### config.mk
export PLATFORM = sky130hd
export DESIGN_NAME = rt_slot_throttle
export DESIGN_NICKNAME = d
export VERILOG_FILES = /design/src/rtl/rt_pkg.sv /design/src/rtl/rt_rate_shadow.sv /design/src/rtl/rt_frac_accum.sv /design/src/rtl/rt_slot_throttle.sv
export SDC_FILE = /design/constraint.sdc
export NUM_CORES = 1
export LEC_CHECK = 0
export ABC_AREA = 0
export ABC_CLOCK_PERIOD_IN_PS = 4500
export BUFFER_PORTS_ARGS = -buffer_cell sky130_fd_sc_hd__buf_2
export CORE_AREA = 4 4 197 199
export CTS_BUF_LIST = sky130_fd_sc_hd__clkbuf_4 sky130_fd_sc_hd__clkbuf_8
export DETAILED_ROUTE_END_ITERATION = 16
export DIE_AREA = 0 0 201 203
export GPL_TIMING_DRIVEN = 1
export PLACE_DENSITY = 0.77
export SYNTH_ARGS = -nofsm -noshare
export SYNTH_HDL_FRONTEND = slang
export SYNTH_HIERARCHICAL = 1
export SYNTH_SLANG_ARGS = --single-unit
### constraint.sdc
create_clock -name clk -period 4.5 [get_ports clk]
set_input_delay 0.45 -clock clk [delete_from_list [all_inputs] [get_ports clk]]
set_output_delay 0.45 -clock clk [all_outputs]
set_load 0.01 [all_outputs]
### src/rtl/rt_pkg.sv
package rt_pkg;
   localparam int unsigned RT_NUM_CH_DEF = 4;
   localparam int unsigned RT_INT_W_DEF  = 6;
   localparam int unsigned RT_FRAC_W_DEF = 25;
endpackage

### src/rtl/rt_rate_shadow.sv
module rt_rate_shadow #(
   parameter int unsigned INT_W  = rt_pkg::RT_INT_W_DEF,
   parameter int unsigned FRAC_W = rt_pkg::RT_FRAC_W_DEF
) (
   input  logic              clk,
   input  logic              rst_n,
   input  logic              wr_hit,
   input  logic [INT_W-1:0]  wr_int,
   input  logic [FRAC_W-1:0] wr_frac,
   input  logic              frame_start,
   output logic [INT_W-1:0]  sh_int,
   output logic [FRAC_W-1:0] sh_frac,
   output logic              pend
);
   // A write always wins over the frame boundary clearing the flag.
   always_ff @(posedge clk) begin
      if (!rst_n) begin
         sh_int  <= '0;
         sh_frac <= '0;
         pend    <= 1'b0;
      end else if (wr_hit) begin
         sh_int  <= wr_int;
         sh_frac <= wr_frac;
         pend    <= 1'b1;
      end else if (frame_start) begin
         pend    <= 1'b0;
      end
   end
endmodule

### src/rtl/rt_frac_accum.sv
module rt_frac_accum #(
   parameter int unsigned INT_W  = rt_pkg::RT_INT_W_DEF,
   parameter int unsigned FRAC_W = rt_pkg::RT_FRAC_W_DEF,
   localparam int unsigned ALW_W = INT_W + 1
) (
   input  logic              clk,
   input  logic              rst_n,
   input  logic              frame_start,
   input  logic              apply,
   input  logic [INT_W-1:0]  new_int,
   input  logic [FRAC_W-1:0] new_frac,
   output logic [ALW_W-1:0]  allow
);
   logic [INT_W-1:0]  act_int;
   logic [FRAC_W-1:0] act_frac;
   logic [FRAC_W-1:0] acc;
   logic [INT_W-1:0]  eff_int;
   logic [FRAC_W-1:0] eff_frac;
   logic [FRAC_W-1:0] base;
   logic [FRAC_W:0]   sum;

   always_comb begin
      eff_int  = apply ? new_int  : act_int;
      eff_frac = apply ? new_frac : act_frac;
      base     = apply ? '0       : acc;
      sum      = {1'b0, base} + {1'b0, eff_frac};
   end

   always_ff @(posedge clk) begin
      if (!rst_n) begin
         act_int  <= '0;
         act_frac <= '0;
         acc      <= '0;
         allow    <= '0;
      end else if (frame_start) begin
         if (apply) begin
            act_int  <= new_int;
            act_frac <= new_frac;
         end
         acc   <= sum[FRAC_W-1:0];
         allow <= ALW_W'(eff_int) + ALW_W'(sum[FRAC_W]);
      end
   end
endmodule

### src/rtl/rt_slot_throttle.sv
module rt_slot_throttle #(
   parameter int unsigned NUM_CH = rt_pkg::RT_NUM_CH_DEF,
   parameter int unsigned INT_W  = rt_pkg::RT_INT_W_DEF,
   parameter int unsigned FRAC_W = rt_pkg::RT_FRAC_W_DEF,
   localparam int unsigned CH_W  = $clog2(NUM_CH),
   localparam int unsigned ALW_W = INT_W + 1
) (
   input  logic                    clk,
   input  logic                    rst_n,
   input  logic                    wr_en,
   input  logic [CH_W-1:0]         wr_ch,
   input  logic [INT_W-1:0]        wr_int,
   input  logic [FRAC_W-1:0]       wr_frac,
   input  logic                    frame_start,
   output logic [NUM_CH*ALW_W-1:0] slot_allow,
   output logic                    rate_pending
);
   logic [NUM_CH-1:0] pend_vec;

   for (genvar ch = 0; ch < NUM_CH; ch++) begin : g_ch
      logic              hit;
      logic [INT_W-1:0]  sh_int;
      logic [FRAC_W-1:0] sh_frac;

      assign hit = wr_en && (wr_ch == CH_W'(ch));

      rt_rate_shadow #(.INT_W(INT_W), .FRAC_W(FRAC_W)) u_shadow (
         .clk         (clk),
         .rst_n       (rst_n),
         .wr_hit      (hit),
         .wr_int      (wr_int),
         .wr_frac     (wr_frac),
         .frame_start (frame_start),
         .sh_int      (sh_int),
         .sh_frac     (sh_frac),
         .pend        (pend_vec[ch])
      );

      rt_frac_accum #(.INT_W(INT_W), .FRAC_W(FRAC_W)) u_accum (
         .clk         (clk),
         .rst_n       (rst_n),
         .frame_start (frame_start),
         .apply       (pend_vec[ch]),
         .new_int     (sh_int),
         .new_frac    (sh_frac),
         .allow       (slot_allow[ch*ALW_W +: ALW_W])
      );
   end

   assign rate_pending = |pend_vec;
endmodule

# ---- Word-level counts from Yosys, hierarchy flattened
# Index checks and enable logic that the tools add are counted.
dict set report classes {
  div 0
  multipliers 0
  magnitude_cmp 0
  addsub 8
  n_reduce_logical 10
  mux 17
  n_eq_ne 3
  bitwise 0
  shift 0
}
# op n
set ops {}
lappend ops {{25-bit 2-to-1 mux} 8}
lappend ops {{25-bit by 25-bit adder with 26-bit output} 4}
lappend ops {{6-bit by 1-bit adder with 7-bit output} 4}
lappend ops {{6-bit 2-to-1 mux} 4}
lappend ops {{2-bit nonzero test} 4}
lappend ops {{1-bit 2-to-1 mux} 5}
lappend ops {{2-bit == test (second input constant)} 2}
lappend ops {{1-bit logical AND} 4}
lappend ops {{4-bit OR reduction} 1}
lappend ops {{2-bit by 1-bit == test with 1-bit output (second input constant)} 1}
lappend ops {{2-bit zero test} 1}
dict set report word_totals {
  latch_bits 0
  elab_cells 66
  n_memories 0
  rom_bits 0
  ram_bits 0
  input_bits 37
  output_inout_bits 29
  reg_bits 380
}

# ---- Logic depth before layout (Yosys ltp)
dict set report logic_depth {
  depth_word 3
  ltp_mapped 20
  ltp_nobuf 16
}

# ---- Hierarchy
# The synthesis kept the hierarchy.
# module seq_area_each_um2 cells_each n_inst area_each_um2
set modules_own_cells {}
lappend modules_own_cells {{rt_frac_accum (g_ch[0].u_accum ...)} 1261.2 510 2 4301.6}
lappend modules_own_cells {rt_rate_shadow 640.6 103 4 1241.2}
lappend modules_own_cells {{rt_frac_accum (g_ch[3].u_accum)} 1261.2 476 1 4234.1}
lappend modules_own_cells {{rt_frac_accum (g_ch[2].u_accum)} 1261.2 504 1 4175.3}
lappend modules_own_cells {rt_slot_throttle 0.0 5 1 38.8}

# ---- Worst setup path before layout
# No wires, ideal clock.
dict set report synth_path {
  path_type {reg2reg}
  from {register g_ch[2].u_shadow.pend}
  to {register g_ch[2].u_accum.allow[4]}
  t_required_ps 4435
  t_arrival_ps 3601
  path_buffers 4
  period_less_slack_ps 3666
  stages_incl_launch_ff 21
  path_slack_ps 834
  setup_time_ps 65
  cell_sequence {dfxtp_1 > buf_2 > clkbuf_1 > clkbuf_1 > nor2b_1 > ha_1 > buf_6 > a21o_4 > a31oi_2 > o21bai_1 > a221oi_2 > a31oi_1 > o211ai_1 > nand2_1 > ha_1 > ha_1 > nand2_1 > nor3_1 > a211oi_1 > a21oi_1 > nor2b_1}
}
dict set report synth_via {
  elab_chain_len 3
  word_cells_on_any_way 5
  cone_classes {add/sub: 2; mux: 3}
}
# element line_no
set synth_lines {}
lappend synth_lines {{from (decl)} rt_rate_shadow.sv:13} ;# output logic pend
lappend synth_lines {{from (signal assigned)} rt_rate_shadow.sv:20} ;# pend <= 1'b0;
lappend synth_lines {{from (signal assigned)} rt_rate_shadow.sv:24} ;# pend <= 1'b1;
lappend synth_lines {{from (signal assigned)} rt_rate_shadow.sv:26} ;# pend <= 1'b0;
lappend synth_lines {{25-bit 2-to-1 mux, on equally long branches} {rt_frac_accum.sv:25, rt_frac_accum.sv:24}}
lappend synth_lines {{25-bit by 25-bit adder with 26-bit output} rt_frac_accum.sv:26} ;# sum = {1'b0, base} + {1'b0, eff_frac};
lappend synth_lines {{6-bit by 1-bit adder with 7-bit output *} rt_frac_accum.sv:41} ;# allow <= ALW_W'(eff_int) + ALW_W'(sum[FRAC_W]);
lappend synth_lines {{to (signal assigned)} rt_frac_accum.sv:41}
lappend synth_lines {{to (decl)} rt_frac_accum.sv:12} ;# output logic [ALW_W-1:0] allow
# Mark *: on every way between the ends. The rest lies on a longest branch, timed or not.
# A chain may end at the register's enable or synchronous reset.

# ---- Worst setup path in the final report
dict set report layout_path {
  from {register g_ch[2].u_shadow.pend}
  to {register g_ch[2].u_accum.allow[4]}
}
dict set report layout_via {
  elab_chain_len 3
  word_cells_on_any_way 5
  cone_classes {add/sub: 2; mux: 3}
}
# element line_no
set layout_lines {}
lappend layout_lines {{25-bit 2-to-1 mux} rt_frac_accum.sv:24} ;# eff_frac = apply ? new_frac : act_frac;
lappend layout_lines {{net g_ch[2].u_accum.eff_frac[15]} rt_frac_accum.sv:18} ;# logic [FRAC_W-1:0] eff_frac;
lappend layout_lines {{25-bit by 25-bit adder with 26-bit output} rt_frac_accum.sv:26}
lappend layout_lines {{6-bit by 1-bit adder with 7-bit output} rt_frac_accum.sv:41}
# The timed path passes the listed nets, and every way through them passes these cells.

==> results by stage <==
Outcome:
- The run finished with clean final reports.

Power and ir drop:
- The analysis attributes to cell leakage a power of 9.91 nW.
- The worst-case vdd ir drop is 0.000238 V.
- Power spread over the standard cell area amounts to 354 nW/um^2.

Floorplan:
- In this run the count of I/O pins placed on the die edge is 66.
- The region available for standard cell placement spans 37200 um^2.
- The floorplan step set the die width to 201 um.
- The die covers 40800 um^2.
- The number of standard-cell rows in the floorplan is 71.
- The starting utilization of the core area is 59.1%.
- The die extent in y is 203 um.

Finish:
- The synthesis-to-finish area growth is 7.30%.
- The share of post-route cells with drive strength above 1 is 15.2%.
- The finished layout holds 2948 standard cells, fillers aside.
- The final core utilization is 63.5%.
- The final net count is 2576.
- The finished cells cover 23600 um^2.
- The area taken by flip-flops and latches is 7610 um^2.
- The total area of multi-input combinational cells is 13300 um^2.
- The fill cell instance count of the final layout is 3025.

Global routing:
- The via count of the first global-routing pass is 16.9k.
- The number of antenna violations at the first check in global routing is 0.
- The first global-routing pass estimated 86900 um of wire.
- The pin count of the biggest net entering global routing is 176.
- The combined global-route utilization of all metal layers is 25.5%.
- After global routing the overflow that remains totals 0.

Logic synthesis:
- The synthesized design contains 0 enable-type register cells.
- During synthesis, Yosys emitted a total of 6 warnings.
- The summed instance area of the synthesized netlist is 22000 um^2.
- Synthesis produced a netlist whose cell count is 2417.
- Counting flops and latches in the post-synthesis netlist gives 380.
- The net count of the mapped netlist is 2566.
- Yosys mapped the design onto 85 distinct sky130hd cell types.
- The average instance in the mapped netlist occupies 9.11 um^2.
- The fraction of registers with async set or reset after synthesis is 0%.
- The commonest register cell after synthesis is sky130_fd_sc_hd__dfxtp_1.
- The post-synthesis sequential area ratio is 34.6%.

STA:
- At the pin with the least slew margin, the transition time is 1.18 ns.
- Setup repair after global routing left no endpoint under its margin.
- For the final database, setup skew stands at 0.0265 ns.
- The max-slew violation count is 0.
- Static timing analysis puts the maximum clock frequency at 249 MHz.
- The total count of hold-check failures in the final report is 0.
- The clock period could shrink to 4.01 ns.
- The portion of the clock cycle consumed by the worst path in the final layout is 89.1%.
- The relative slew slack is 20.7%.
- The total setup violations reported at the end of the flow is 0.
- Summed over all failing endpoints, the final setup total negative slack is 0 ns.

Worst setup path:
- Data arrives at the worst endpoint at 4.51 ns.
- The worst endpoint required time is 5.00 ns.
- The type of the worst setup path is register to register.
- The highest cell delay on the worst timing path is 0.64 ns.
- Of all nets on the critical path, the largest fanout is 20.
- For the worst flop-to-flop path, the logic depth is 17.
- The most numerous cell type found on the critical path is sky130_fd_sc_hd__ha_1.
- Walking the worst path, the cells encountered are buf_4 -> mux2_2 -> ha_1 -> and2_1 -> nand3_1 -> o21bai_1 -> a221oi_2 -> a31oi_1 -> o211ai_1 -> nand2_1 -> ha_1 -> ha_1 -> nand2_1 -> nor3_1 -> a211oi_1 -> a21oi_1 -> nor2b_1.
- STA classifies the critical path endpoint as a register.
- STA classifies the critical path startpoint as a register.
- The highest-delay cell along the critical path is sky130_fd_sc_hd__dfxtp_2.

CTS:
- After clock tree synthesis, the repair step resized 0 gates.
- The number of buffers on the longest clock path is 3.
- In this run, post-CTS hold repair placed 0 buffers.
- The number of setup buffers added after CTS is 0.
- The clock network latency to the later pin of the worst-skew pair is 0.62 ns.
- The clock tree from TritonCTS is done.
- The root buffer cell chosen for the clock tree is sky130_fd_sc_hd__clkbuf_8.
- Clock-pin slew was measured on the worst setup and hold paths at 0.06 ns.
- The clock sink total is 380.
- CTS built an H-tree with a depth of 3.
- Counting the buffers created by CTS gives 69.

Detailed routing:
- The remaining antenna violation count is 0.
- The length of the first detailed-routing pass in iterations is 5.
- The via total after detailed routing is 17.4k.
- The count of routing violations after the opening detailed-route iteration is 1086.
- Dividing the detail-routed wire length by the instance count gives 18.2 um.
- The number of remaining DRC errors is 0.
- Dividing the detail-routed via count by the number of cells gives 5.91.
- The aggregate routed wire length is 53700 um.

Place:
- The congestion estimate from routability-driven global placement came to 0.916.
- The number of placed cells counting well taps is 2830.
- The number of port buffers is 65.
- After legalization and detailed placement, the total HPWL measured 36000 um.
- In this run the cell area measured after placement is 22200 um^2.

Hold path:
- Counting instances, the worst hold path has a depth of 3.
- The path type of the worst min-delay path is input pin to register.

Run:
- Across the run, the number of max-cap violations was 0.
-- cell type report --
| type | instances | area share [%] |
|---|---|---|
| multi-input cells | 1863 | 56.4 |
| flip-flops and latches | 380 | 32.2 |
| clock buffers | 106 | 5.59 |
| well taps | 474 | 2.51 |
| repair buffers | 90 | 2.41 |
| clock inverters | 11 | 0.493 |
| inverters | 23 | 0.365 |
| diodes | 1 | 0.0106 |
-- metal layers --
layer | track usage (%) | part of all wire, % | vias to the layer above
met3 | 4.28 | 5.0 | 75
li1 | - | - | 8546
met5 | 0 | 0 | -
met4 | 9.29 | 2.7 | 0
met1 | 33.9 | 46 | 8355
met2 | 42.1 | 47 | 442
-- sequential cells by signal, indices dropped and copies added, names as in the netlist --
signal                 cells
g_ch.u_accum/act_frac    100
g_ch.u_accum/allow        28
g_ch.u_accum/act_int      24
g_ch.u_shadow/sh_frac    100
g_ch.u_shadow/pend         4
g_ch.u_accum/acc         100
g_ch.u_shadow/sh_int      24
-- cells in the mapped netlist (9+ instances only) --
master / instances / share of area (%)
sky130_fd_sc_hd__a211oi_1: 17 / 0.58
sky130_fd_sc_hd__a21o_1: 34 / 1.2
sky130_fd_sc_hd__a21oi_1: 109 / 2.5
sky130_fd_sc_hd__a31oi_1: 16 / 0.45
sky130_fd_sc_hd__and3_1: 10 / 0.28
sky130_fd_sc_hd__buf_1: 9 / 0.15
sky130_fd_sc_hd__buf_12: 13 / 1.2
sky130_fd_sc_hd__buf_2: 14 / 0.32
sky130_fd_sc_hd__buf_6: 9 / 0.46
sky130_fd_sc_hd__clkbuf_1: 83 / 1.4
sky130_fd_sc_hd__clkbuf_8: 12 / 0.75
sky130_fd_sc_hd__dfxtp_1: 380 / 35
sky130_fd_sc_hd__ha_1: 108 / 6.1
sky130_fd_sc_hd__inv_1: 22 / 0.38
sky130_fd_sc_hd__mux2_2: 111 / 5.7
sky130_fd_sc_hd__mux2i_1: 204 / 9.3
sky130_fd_sc_hd__nand2_1: 111 / 1.9
sky130_fd_sc_hd__nand3_1: 45 / 1.0
sky130_fd_sc_hd__nand3b_1: 10 / 0.34
sky130_fd_sc_hd__nand4_1: 30 / 0.85
sky130_fd_sc_hd__nor2_1: 264 / 4.5
sky130_fd_sc_hd__nor2b_1: 301 / 8.6
sky130_fd_sc_hd__nor3_1: 56 / 1.3
sky130_fd_sc_hd__nor3b_1: 68 / 2.3
sky130_fd_sc_hd__o211a_1: 27 / 1.2
sky130_fd_sc_hd__o211ai_1: 14 / 0.48
sky130_fd_sc_hd__o21a_1: 15 / 0.51
sky130_fd_sc_hd__o21ai_0: 70 / 1.6
sky130_fd_sc_hd__o21ai_1: 13 / 0.30
sky130_fd_sc_hd__o21bai_1: 10 / 0.34
sky130_fd_sc_hd__or3_1: 11 / 0.31
sky130_fd_sc_hd__xnor2_1: 52 / 2.1
sky130_fd_sc_hd__xor2_1: 27 / 1.1
-- logic make-up (layout without fill, tap and decap cells) --
family / count (synthesis) / count (layout) / synth area share [%]
muxes: 317 / 317 / 15.1
buffers and inverters: 174 / 230 / 4.97
AOI/OAI and AO/OA: 413 / 413 / 13.2
and+or+nand+nor: 942 / 942 / 22.6
DFF: 380 / 380 / 34.6
xor gates and xnor gates: 79 / 79 / 3.14
adders and majority gates: 112 / 112 / 6.50
other: 0 / 1 / 0
-- cells in the final DEF, fill, tap and decap left out, drive strengths merged, types with 6 or more instances in the layout --
master   Yosys  layout
nor3        56      56
mux2       113     113
a21o        39      39
a31oi       18      18
a211oi      18      18
o211a       27      27
o211ai      16      16
and2         6       6
and3        12      12
xor2        27      27
o21ai       87      87
nor2b      301     301
or2          8       8
nand2      111     111
nand3       45      45
nor2       264     264
inv         22      23
ha         108     108
dfxtp      380     380
a21oi      111     111
o31ai       11      11
clkinv       1       6
mux2i      204     204
clkbuf     102     107
a2111oi      8       8
xnor2       52      52
nor3b       68      68
nand3b      10      10
a221oi       6       6
o21bai      10      10
a311o        6       6
o21a        15      15
buf         48      89
or3         11      11
nand4       31      31
-- power by group --
part / internal (mW) / switching, mW / total, mW / leakage [nW]
Combinational: 0.540 / 0.758 / 1.30 / 6.04
Sequential: 3.55 / 0.0994 / 3.65 / 3.11
Clock: 1.98 / 1.44 / 3.42 / 0.758
Total: 6.07 / 2.30 / 8.37 / 9.91
-- per-stage QoR --
stage	power [mW]	hold slack (ns)	setup slack [ns]
finish	8.37	0.238	0.491
global route	8.75	0.215	0.156
CTS	8.42	0.192	0.524
detailed placement	5.00	0.436	0.542
global placement	4.95	0.429	0.621
floorplan	4.72	0.417	0.834
-- worst max-delay path, delay by kind of cell, from the launching register on --
| family | cells | cell delay (ns) |
|---|---|---|
| simple gates | 6 | 0.77 |
| compound gates | 6 | 1.04 |
| mux | 1 | 0.37 |
| fa+ha+maj | 3 | 0.72 |
| buf+inv | 1 | 0.33 |
| flops | 1 | 0.64 |
-- final timing paths --
kind                      startpoint                           to  slack [ns]
min                       wr_frac[0]  g_ch[1].u_shadow/sh_frac[0]        0.24
max            g_ch[2].u_shadow/pend     g_ch[2].u_accum/allow[4]        0.49
min reg2reg  g_ch[2].u_accum/acc[18]      g_ch[2].u_accum/acc[18]        0.44
max reg2reg    g_ch[2].u_shadow/pend     g_ch[2].u_accum/allow[4]        0.49
Note: power is estimated with default switching activity, not from simulation.
